<file path="config.mk">
export PLATFORM = sky130hd
export DESIGN_NAME = match_timer_chan
export DESIGN_NICKNAME = d
export VERILOG_FILES = /design/src/rtl/mtc_pkg.sv /design/src/rtl/mtc_ctrl.sv /design/src/rtl/mtc_datapath.sv /design/src/rtl/mtc_irq.sv /design/src/rtl/match_timer_chan.sv
export SDC_FILE = /design/constraint.sdc
export NUM_CORES = 1
export LEC_CHECK = 0
export ABC_AREA = 1
export BUFFER_PORTS_ARGS = -buffer_cell sky130_fd_sc_hd__buf_4
export CORE_UTILIZATION = 30
export CTS_CLUSTER_DIAMETER = 120
export CTS_CLUSTER_SIZE = 8
export DETAILED_ROUTE_END_ITERATION = 10
export PLACE_DENSITY = 0.52
export SLEW_MARGIN = 40
export SYNTH_ARGS = -nofsm -noshare
export SYNTH_HDL_FRONTEND = slang
export SYNTH_SLANG_ARGS = --single-unit
</file>
<file path="constraint.sdc">
create_clock -name clk -period 2.5 [get_ports clk]
set_input_delay 0.125 -clock clk [delete_from_list [all_inputs] [get_ports clk]]
set_output_delay 0.125 -clock clk [all_outputs]
set_load 0.02 [all_outputs]
</file>
<file path="src/rtl/mtc_pkg.sv">
`timescale 1ns/1ps
package mtc_pkg;

  // Register select codes on the software port
  localparam int SEL_COUNT      = 0;
  localparam int SEL_RELOAD     = 1;
  localparam int SEL_MATCH_BASE = 2;

  // Strobes from control to datapath, at most one load source per edge
  typedef struct packed {
    logic loadReload;   // enable rising edge: count <- reload
    logic loadWrite;    // software count write or reload kick: count <- wrData
    logic restart;      // tick at zero: count <- reload
    logic decrement;    // ordinary tick: count <- count - 1
  } cntStrobeT;

endpackage

</file>
<file path="src/rtl/mtc_ctrl.sv">
`timescale 1ns/1ps
module mtc_ctrl
  import mtc_pkg::*;
#(
  parameter int SelW = 2
) (
  input  logic            clk,
  input  logic            rstN,
  input  logic            ctlEnable,
  input  logic            ctlExtClk,
  input  logic            extTick,
  input  logic            wrEn,
  input  logic [SelW-1:0] wrSel,
  input  logic            wrDataNonZero,
  input  logic            reloadIsZero,
  input  logic            countIsZero,
  output cntStrobeT       strobe
);

  logic enPrev;
  logic enRise;
  logic running;
  logic tickNow;
  logic wrCount;
  logic kick;
  logic tickUsed;

  always_ff @(posedge clk or negedge rstN) begin
    if (!rstN) enPrev <= 1'b0;
    else       enPrev <= ctlEnable;
  end

  assign enRise  = ctlEnable & ~enPrev;
  assign running = ctlEnable & enPrev;

  // Time base select: the system clock ticks every cycle
  assign tickNow = ctlExtClk ? extTick : 1'b1;

  assign wrCount = running & wrEn & (wrSel == SelW'(SEL_COUNT));
  assign kick    = running & wrEn & (wrSel == SelW'(SEL_RELOAD))
                 & reloadIsZero & wrDataNonZero;

  // A software load on the same edge swallows the tick
  assign tickUsed = running & tickNow & ~wrCount & ~kick;

  always_comb begin
    strobe            = '0;
    strobe.loadReload = enRise;
    strobe.loadWrite  = wrCount | kick;
    strobe.restart    = tickUsed & countIsZero;
    strobe.decrement  = tickUsed & ~countIsZero;
  end

endmodule

</file>
<file path="src/rtl/mtc_datapath.sv">
`timescale 1ns/1ps
module mtc_datapath
  import mtc_pkg::*;
#(
  parameter int Width    = 32,
  parameter int NumMatch = 2,
  parameter int SelW     = 2
) (
  input  logic                           clk,
  input  logic                           rstN,
  input  cntStrobeT                      strobe,
  input  logic                           wrEn,
  input  logic [SelW-1:0]                wrSel,
  input  logic [Width-1:0]               wrData,
  input  logic                           ovfIrqEn,
  output logic [Width-1:0]               countQ,
  output logic [Width-1:0]               reloadQ,
  output logic [NumMatch-1:0][Width-1:0] matchFlat,
  output logic                           countIsZero,
  output logic                           reloadIsZero,
  output logic                           matchHit,
  output logic                           zeroHit
);

  logic [Width-1:0]    nextDec;
  logic [NumMatch-1:0] hitVec;
  logic [NumMatch-1:0] rawZeroVec;

  always_ff @(posedge clk or negedge rstN) begin
    if (!rstN) begin
      reloadQ <= '0;
    end else if (wrEn && wrSel == SelW'(SEL_RELOAD)) begin
      reloadQ <= wrData;
    end
  end

  assign nextDec      = countQ - Width'(1);
  assign countIsZero  = (countQ == '0);
  assign reloadIsZero = (reloadQ == '0);

  always_ff @(posedge clk or negedge rstN) begin
    if (!rstN) begin
      countQ <= '0;
    end else if (strobe.loadReload || strobe.restart) begin
      countQ <= reloadQ;
    end else if (strobe.loadWrite) begin
      countQ <= wrData;
    end else if (strobe.decrement) begin
      countQ <= nextDec;
    end
  end

  for (genvar i = 0; i < NumMatch; i++) begin : g_match
    logic [Width-1:0] matchReg;
    logic [Width-1:0] effMatch;

    always_ff @(posedge clk or negedge rstN) begin
      if (!rstN) begin
        matchReg <= '0;
      end else if (wrEn && wrSel == SelW'(SEL_MATCH_BASE + i)) begin
        matchReg <= wrData;
      end
    end

    // A match at or above reload is never reached and counts as zero
    assign effMatch      = (matchReg < reloadQ) ? matchReg : '0;
    assign hitVec[i]     = (effMatch != '0) && (nextDec == effMatch);
    assign rawZeroVec[i] = (matchReg == '0);
    assign matchFlat[i]  = matchReg;
  end

  // Evaluated against the value the count is about to take
  assign matchHit = |hitVec;
  assign zeroHit  = (nextDec == '0) && (ovfIrqEn || (|rawZeroVec));

endmodule

</file>
<file path="src/rtl/mtc_irq.sv">
`timescale 1ns/1ps
module mtc_irq (
  input  logic clk,
  input  logic rstN,
  input  logic decrement,
  input  logic matchHit,
  input  logic zeroHit,
  output logic irqLevel
);

  logic eventNow;

  // Equal matches merge into one hit, so one inversion per tick at most
  assign eventNow = decrement & (matchHit | zeroHit);

  always_ff @(posedge clk or negedge rstN) begin
    if (!rstN)         irqLevel <= 1'b0;
    else if (eventNow) irqLevel <= ~irqLevel;
  end

endmodule

</file>
<file path="src/rtl/match_timer_chan.sv">
`timescale 1ns/1ps
module match_timer_chan
  import mtc_pkg::*;
#(
  parameter int Width    = 32,
  parameter int NumMatch = 2,
  parameter int SelW     = $clog2(NumMatch + 2)
) (
  input  logic            clk,
  input  logic            rstN,
  input  logic            extTick,
  input  logic            ctlEnable,
  input  logic            ctlExtClk,
  input  logic            ctlOvfIrq,
  input  logic            wrEn,
  input  logic [SelW-1:0] wrSel,
  input  logic [Width-1:0] wrData,
  input  logic [SelW-1:0] rdSel,
  output logic [Width-1:0] rdData,
  output logic            irqLevel
);

  cntStrobeT                      strobe;
  logic [Width-1:0]               countQ;
  logic [Width-1:0]               reloadQ;
  logic [NumMatch-1:0][Width-1:0] matchFlat;
  logic                           countIsZero;
  logic                           reloadIsZero;
  logic                           matchHit;
  logic                           zeroHit;

  mtc_ctrl #(.SelW(SelW)) u_ctrl (
    .clk          (clk),
    .rstN         (rstN),
    .ctlEnable    (ctlEnable),
    .ctlExtClk    (ctlExtClk),
    .extTick      (extTick),
    .wrEn         (wrEn),
    .wrSel        (wrSel),
    .wrDataNonZero(wrData != '0),
    .reloadIsZero (reloadIsZero),
    .countIsZero  (countIsZero),
    .strobe       (strobe)
  );

  mtc_datapath #(.Width(Width), .NumMatch(NumMatch), .SelW(SelW)) u_dp (
    .clk         (clk),
    .rstN        (rstN),
    .strobe      (strobe),
    .wrEn        (wrEn),
    .wrSel       (wrSel),
    .wrData      (wrData),
    .ovfIrqEn    (ctlOvfIrq),
    .countQ      (countQ),
    .reloadQ     (reloadQ),
    .matchFlat   (matchFlat),
    .countIsZero (countIsZero),
    .reloadIsZero(reloadIsZero),
    .matchHit    (matchHit),
    .zeroHit     (zeroHit)
  );

  mtc_irq u_irq (
    .clk      (clk),
    .rstN     (rstN),
    .decrement(strobe.decrement),
    .matchHit (matchHit),
    .zeroHit  (zeroHit),
    .irqLevel (irqLevel)
  );

  // The count register shows the reload value while the channel is stopped
  always_comb begin
    rdData = '0;
    if (rdSel == SelW'(SEL_COUNT)) begin
      rdData = ctlEnable ? countQ : reloadQ;
    end else if (rdSel == SelW'(SEL_RELOAD)) begin
      rdData = reloadQ;
    end
    for (int i = 0; i < NumMatch; i++) begin
      if (rdSel == SelW'(SEL_MATCH_BASE + i)) rdData = matchFlat[i];
    end
  end

endmodule

</file>
# After elaboration in Yosys (flattened, before gate mapping)

Cells that the tools add are included.

Add/sub/neg operators: 1
Magnitude comparators: 2
Equality and inequality tests: 8
Mux-type cells: 11
Bitwise operators: 20
Reduce and logical (&&, ||, !) cells: 21

Operators by type and width:

| kind                                                 | number |
|---|---|
| two-way mux 32 bit                                   | 10 |
| logical NOT 32 bit                                   | 5 |
| nonzero test 32 bit                                  | 3 |
| equality test 32 bit                                 | 2 |
| less-than comparator 32 bit                          | 2 |
| subtractor 32 x 1 -> 32 bit (second input constant)  | 1 |
| AND 1 bit                                            | 13 |
| equality test 2 bit (second input constant)          | 4 |
| logical AND 1 bit                                    | 6 |
| NOT 1 bit                                            | 5 |
| equality test 2 x 1 -> 1 bit (second input constant) | 2 |
| logical NOT 2 bit                                    | 2 |
| OR reduction 2 bit                                   | 2 |
| nonzero test 3 bit                                   | 1 |
| logical OR 1 bit                                     | 2 |
| OR 1 bit                                             | 2 |
| two-way mux 1 bit                                    | 1 |

Register bits after elaboration: 130
Bits of input ports: 43
Output and inout port bits: 33

# Longest topological paths before layout

Depth in word-level cells: 11
Mapped depth: 26

# By module

From an unflattened synthesis, not the netlist that was laid out.

Cells, all modules: 1731
Area, all modules: 11194.5 um2

Modules (own cells, without submodules):

| module           | instances | cells each | area each (um2) | sequential area each (um2) |
|---|---|---|---|---|
| mtc_datapath     | 1         | 1409       | 9675.5          | 3203.1 |
| match_timer_chan | 1         | 295        | 1355.0          | 0.0 |
| mtc_ctrl         | 1         | 18         | 106.4           | 25.0 |
| mtc_irq          | 1         | 9          | 57.6            | 25.0 |

# Worst setup path before layout

No wires, ideal clock.

Path kind: register to register
Start point: reg u_dp.reloadQ[19]
End point: reg u_irq.irqLevel
Arrival: 2345 ps
Data required time: 2383 ps
Path slack: 38 ps
Stages on the path, launching flop included: 23
Path buffers: 2
Clock period less this slack: 2462 ps
Cells stage by stage: dfrtp_1 -> inv_1 -> ha_1 -> a21oi_1 -> o21ai_0 -> nand2_1 -> a21oi_1 -> nor2_2 -> buf_4 -> buf_2 -> nand3_2 -> nand2_1 -> nand2_1 -> inv_2 -> nand2_1 -> nor2_1 -> nand2_1 -> nor2_1 -> nand3_1 -> nand3_2 -> nand2_1 -> nand2_1 -> nand2_1

Word-level cells in the longest chain between the ends: 7
Elaborated cells between the ends (all ways): 19
Those cells by class: order compare: 2; eq/ne: 2; mux: 2; bitwise: 7; reduce/logical: 6

Ends and longest elaborated chain:

| element                                                                  | RTL line                               | RTL |
|---|---|---|
| start, declared                                                          | mtc_datapath.sv:17                     | `output logic [Width-1:0] reloadQ,` |
| start signal, assigned                                                   | mtc_datapath.sv:33                     | `reloadQ <= wrData;` |
| less-than comparator 32 bit / logical NOT 32 bit (equally long branches) | mtc_datapath.sv:66, mtc_datapath.sv:39 |  |
| two-way mux 32 bit / AND 1 bit (equally long branches)                   | mtc_datapath.sv:66, mtc_ctrl.sv:41     |  |
| equality test 32 bit (tied with other cells)                             | mtc_datapath.sv:67                     | `assign hitVec[i] = (effMatch != '0) && (nextDec == effMatch);` |
| logical AND 1 bit / NOT 1 bit (equally long branches)                    | mtc_datapath.sv:67, mtc_ctrl.sv:44     |  |
| OR reduction 2 bit / AND 1 bit (equally long branches)                   | mtc_datapath.sv:73, mtc_ctrl.sv:44     |  |
| OR 1 bit / AND 1 bit (equally long branches)                             | mtc_irq.sv:14, mtc_ctrl.sv:51          |  |
| AND 1 bit (*)                                                            | mtc_irq.sv:14                          | `assign eventNow = decrement & (matchHit \| zeroHit);` |
| end signal, assigned                                                     | mtc_irq.sv:18                          | `else if (eventNow) irqLevel <= ~irqLevel;` |
| end, declared                                                            | mtc_irq.sv:8                           | `output logic irqLevel` |

Mark *: on every way between the ends. The rest lies on a longest branch, timed or not.
A chain may end at the register's enable or synchronous reset.

# Worst setup path in the final report

Start point: reg u_dp.countQ[3]
End point: reg u_irq.irqLevel

Word-level cells in the longest chain between the ends: 6
Elaborated cells between the ends (all ways): 13
Those cells by class: add/sub: 1; eq/ne: 2; bitwise: 4; reduce/logical: 6

Ends and longest elaborated chain:

| element                     | RTL line           | RTL |
|---|---|---|
| start, declared             | mtc_datapath.sv:16 | `output logic [Width-1:0] countQ,` |
| start signal, assigned      | mtc_datapath.sv:45 | `countQ <= reloadQ;` |
| start signal, assigned      | mtc_datapath.sv:47 | `countQ <= wrData;` |
| start signal, assigned      | mtc_datapath.sv:49 | `countQ <= nextDec;` |
| subtractor 32 x 1 -> 32 bit | mtc_datapath.sv:37 | `assign nextDec = countQ - Width'(1);` |
| equality test 32 bit        | mtc_datapath.sv:67 |  |
| logical AND 1 bit           | mtc_datapath.sv:67 |  |
| OR reduction 2 bit          | mtc_datapath.sv:73 | `assign matchHit = \|hitVec;` |
| OR 1 bit                    | mtc_irq.sv:14      |  |
| AND 1 bit (*)               | mtc_irq.sv:14      |  |

Marked as above.

==> results.py <==
metrics = {
    "run_status": {
        "status": "complete, but fails checks",
        "violations": "negative setup slack",
    },
    "place": {
        "dpl_cell_area_um2": 14550,
        "routabilityCongestion": 0.9975,
        "io_buffers": 75,
        "post-dp-hpwl_mm": 41.51,
    },
    "power": {
        "power_density_nw_per_um2": 743.4,
        "total_power_mw": 12.28,
        "leakagePower_nw": 7.998,
        "vdd_drop_max_mv": 0.4922,
    },
    "die": {
        "die_w_um": 193.7,
        "start_util": 0.3077,
        "rows": 69,
        "ioPinCount": 76,
        "die_area_um2": 37520,
        "die_h_um": 193.7,
        "core_area_um2": 35830,
    },
    "grt": {
        "grt_max_degree": 65,
        "grt_pass1_wl_mm": 85.33,
        "grt_usage": 0.3071,
        "antenna_found_initial": 2,
        "grt_pass1_vias": 13304,
        "grt_overflow": 0,
    },
    "logic_synthesis": {
        "netlist_area_um2": 11020,
        "syn-num-nets": 1768,
        "synth_warnings": 0,
        "yosys-top-cells-area": "dfrtp_1, nand2_1, o21ai_0",
        "synth.top_cell.area_share": 0.2951,
        "synth_ff_type": "dfrtp_1",
        "ys_seq_area_frac": 0.2951,
        "synth_edf_count": 0,
        "postSynthAreaPerCell_um2": 6.641,
        "synth_seq_cells": 130,
        "synth_top_area_cell": "dfrtp_1",
        "yosysUniqueCellTypes": 42,
        "netlist_instances": 1660,
        "synthArstFlopShare": 1.000,
    },
    "critical_path": {
        "rr_startpoint": "u_dp.countQ[3]$_DFFE_PN0P_",
        "path_cells": "nor2_1 -> nand4_1 -> nor2_2 -> nand2_1 -> buf_4 -> xor2_1 -> inv_1 -> nand4_1 -> nor4_1 -> nand3_1 -> nand3_2 -> nand2_1 -> nand2_1 -> nand2_1",
        "critPathKind": "flip-flop to flip-flop",
        "cp_top_family": "simple AND/OR/NAND/NOR gates",
        "worst_path_max_delay_cell": "nor4_1",
        "startpoint": "u_dp.countQ[3]$_DFFE_PN0P_",
        "required_ns": 2.86,
        "crit_arrival_ns": 3.37,
        "critPathMaxStageDelay_ns": 0.47,
        "crit_fanout": 4,
        "crit_buf_inv": 2,
        "crit_path_start_kind": "flip-flop",
        "crit_top_cell": "nand2_1",
        "end_kind": "flip-flop",
    },
    "timing": {
        "period_share": 1.204,
        "setup_violations": 33,
        "rsz0062_at_grt": "true",
        "finClkSkew_ns": 0.01228,
        "worst_slack_ns": -0.5100,
        "maxSlewHeadroom": 0.4287,
        "drv_slew": 0,
        "hold_viol_final": 0,
        "fin_crit_ns": 3.010,
        "worst_pin_slew_ns": 0.8459,
        "max_freq_mhz": 332.2,
    },
    "clocking": {
        "numCtsBuffers": 17,
        "htree_levels": 4,
        "path_clk_slew_ns": 0.06,
        "cts_tree": "done",
        "cts_max_path_buffers": 2,
        "cts.sinks": 130,
        "insertion_delay_ns": 0.46,
        "cts-root-buf": "clkbuf_16",
    },
    "finish": {
        "fin_area_um2": 16520,
        "areaGrowthSynthToFinish_pct": 49.89,
        "antenna_cells": 0,
        "drive_gt1_frac": 0.3095,
        "nets": 2179,
        "n_fill_cell": 3647,
    },
    "worst_hold_path": {
        "hold_class": "input pin to flip-flop",
        "worstHoldStart": "wrData[7]",
    },
    "detailed_routing": {
        "ant_nets": 0,
        "firstDrtPassIters": 6,
        "via_per_inst": 5.505,
        "wl_mm": 57.73,
        "wl_per_cell_um": 22.68,
        "drtIter0Drc": 1337,
        "drc": 0,
        "num_vias": 14010,
    },
    "run": {
        "maxCapViolations": 0,
    },
}
[cell usage after synthesis, types with 13 or more instances]
library cell / number
ha_1: 65
nand3_1: 102
inv_1: 168
nand4_1: 69
nor2_1: 129
a21oi_1: 84
nor4_1: 33
xor2_1: 13
o21ai_0: 209
dfrtp_1: 130
buf_2: 15
o2111ai_1: 25
nand2_1: 450
o211ai_1: 14
clkbuf_1: 45
[stage by stage]
step | instances | util | TNS [ns] | hold WS (ns) | setup WS (ns)
CTS | 2536 | 0.4534 | -2.546 | 0.0009974 | -0.4733
global route | 2545 | 0.4612 | -6.996 | 0.03595 | -0.6018
floorplan | 1660 | - | 0 | -0.1706 | 0.03797
global placement | 2461 | 0.4061 | -10.68 | 0.1825 | -0.5423
finish | 2545 | 0.4612 | -4.191 | 0.01827 | -0.5100
detailed placement | 2461 | 0.4061 | -8.802 | 0.1883 | -0.4941
[worst reg2reg max path, stage by stage (launching register included)]
cell and delay (ns):
dfrtp_1 0.44, nor2_1 0.22, nand4_1 0.14, nor2_2 0.27, nand2_1 0.22, buf_4 0.20
xor2_1 0.19, inv_1 0.14, nand4_1 0.17, nor4_1 0.47, nand3_1 0.19, nand3_2 0.12
nand2_1 0.05, nand2_1 0.06, nand2_1 0.04
[power by group]
group          internal (mW)  switching [mW]  leakage, nW  total [mW]
logic                   2.97            4.16         6.15        7.14
registers               2.49           0.308         1.59        2.80
clock network           1.33            1.02        0.262        2.35
[area by class of cell]
class,instances,area (µm²),area share
inverters,181,708.2,0.04286
clock inverters,6,30.03,0.001817
repair inverters,1,16.27,0.0009843
repair buffers,465,4151,0.2512
well taps,461,576.8,0.03491
clock buffers,26,489.2,0.02961
flip-flops and latches,130,3253,0.1969
multi-input cells,1275,7300,0.4417
[routing by layer]
metal / part of all wire / wire length [µm] / global-route usage / vias up
met5: 0 / 0 / 0 / -
met1: 0.43 / 24900 / 0.4249 / 6694
met3: 0.091 / 5258 / 0.05636 / 126
li1: - / - / - / 6479
met4: 0.035 / 2001 / 0.1218 / 0
met2: 0.44 / 25570 / 0.4711 / 711
[flip-flops by register name, summed over array words and instances (netlist names)]
register,cells
u_dp.g_match.matchReg,64
u_dp.countQ,32
u_dp.reloadQ,32
u_ctrl.enPrev,1
u_irq.irqLevel,1
[layout by cell type, fill, tap and decap left out, types with 60 or more instances in the layout]
master / synthesis / final
o21ai_0: 209 / 152
inv_1: 168 / 163
nand3_1: 102 / 95
dfrtp_1: 130 / 130
nand4_1: 69 / 69
buf_4: 8 / 386
nor2_1: 129 / 118
ha_1: 65 / 60
nand2_1: 450 / 418
a21oi_1: 84 / 68
[final timing paths]
check,slack (ns),depth (start not counted),to
worst max-delay path,-0.51,14,u_irq.irqLevel$_DFFE_PN0P_
worst min-delay path,0.02,3,u_dp.g_match[0].matchReg[7]$_DFFE_PN0P_
worst max register to register,-0.51,14,u_irq.irqLevel$_DFFE_PN0P_
worst min register to register,0.58,2,u_irq.irqLevel$_DFFE_PN0P_
max in group asynchronous,1.48,3,u_dp.g_match[0].matchReg[2]$_DFFE_PN0P_
min in group asynchronous,0.25,2,u_dp.g_match[1].matchReg[9]$_DFFE_PN0P_
[cell families (layout without fill, tap and decap cells)]
kind of cell,after synthesis,count (layout),synth area share
simple gates,819,819,0.3288
compound gates,372,372,0.1884
buf+inv,255,679,0.09613
flops,130,130,0.2951
fa+ha+maj,65,65,0.07377
xor+xnor,19,19,0.01782
[timing repair]
action / 4_1_cts / 5_1_grt
gates cloned: 14 / 1
buffers inserted: 23 / 22
gates resized for setup: 177 / 97
endpoints found under the setup margin: 33 / 33
endpoints found under the hold margin: 65 / 0
pin swaps: 56 / 50
hold buffers: 6 / 0
Note: power is estimated with default switching activity, not from simulation.
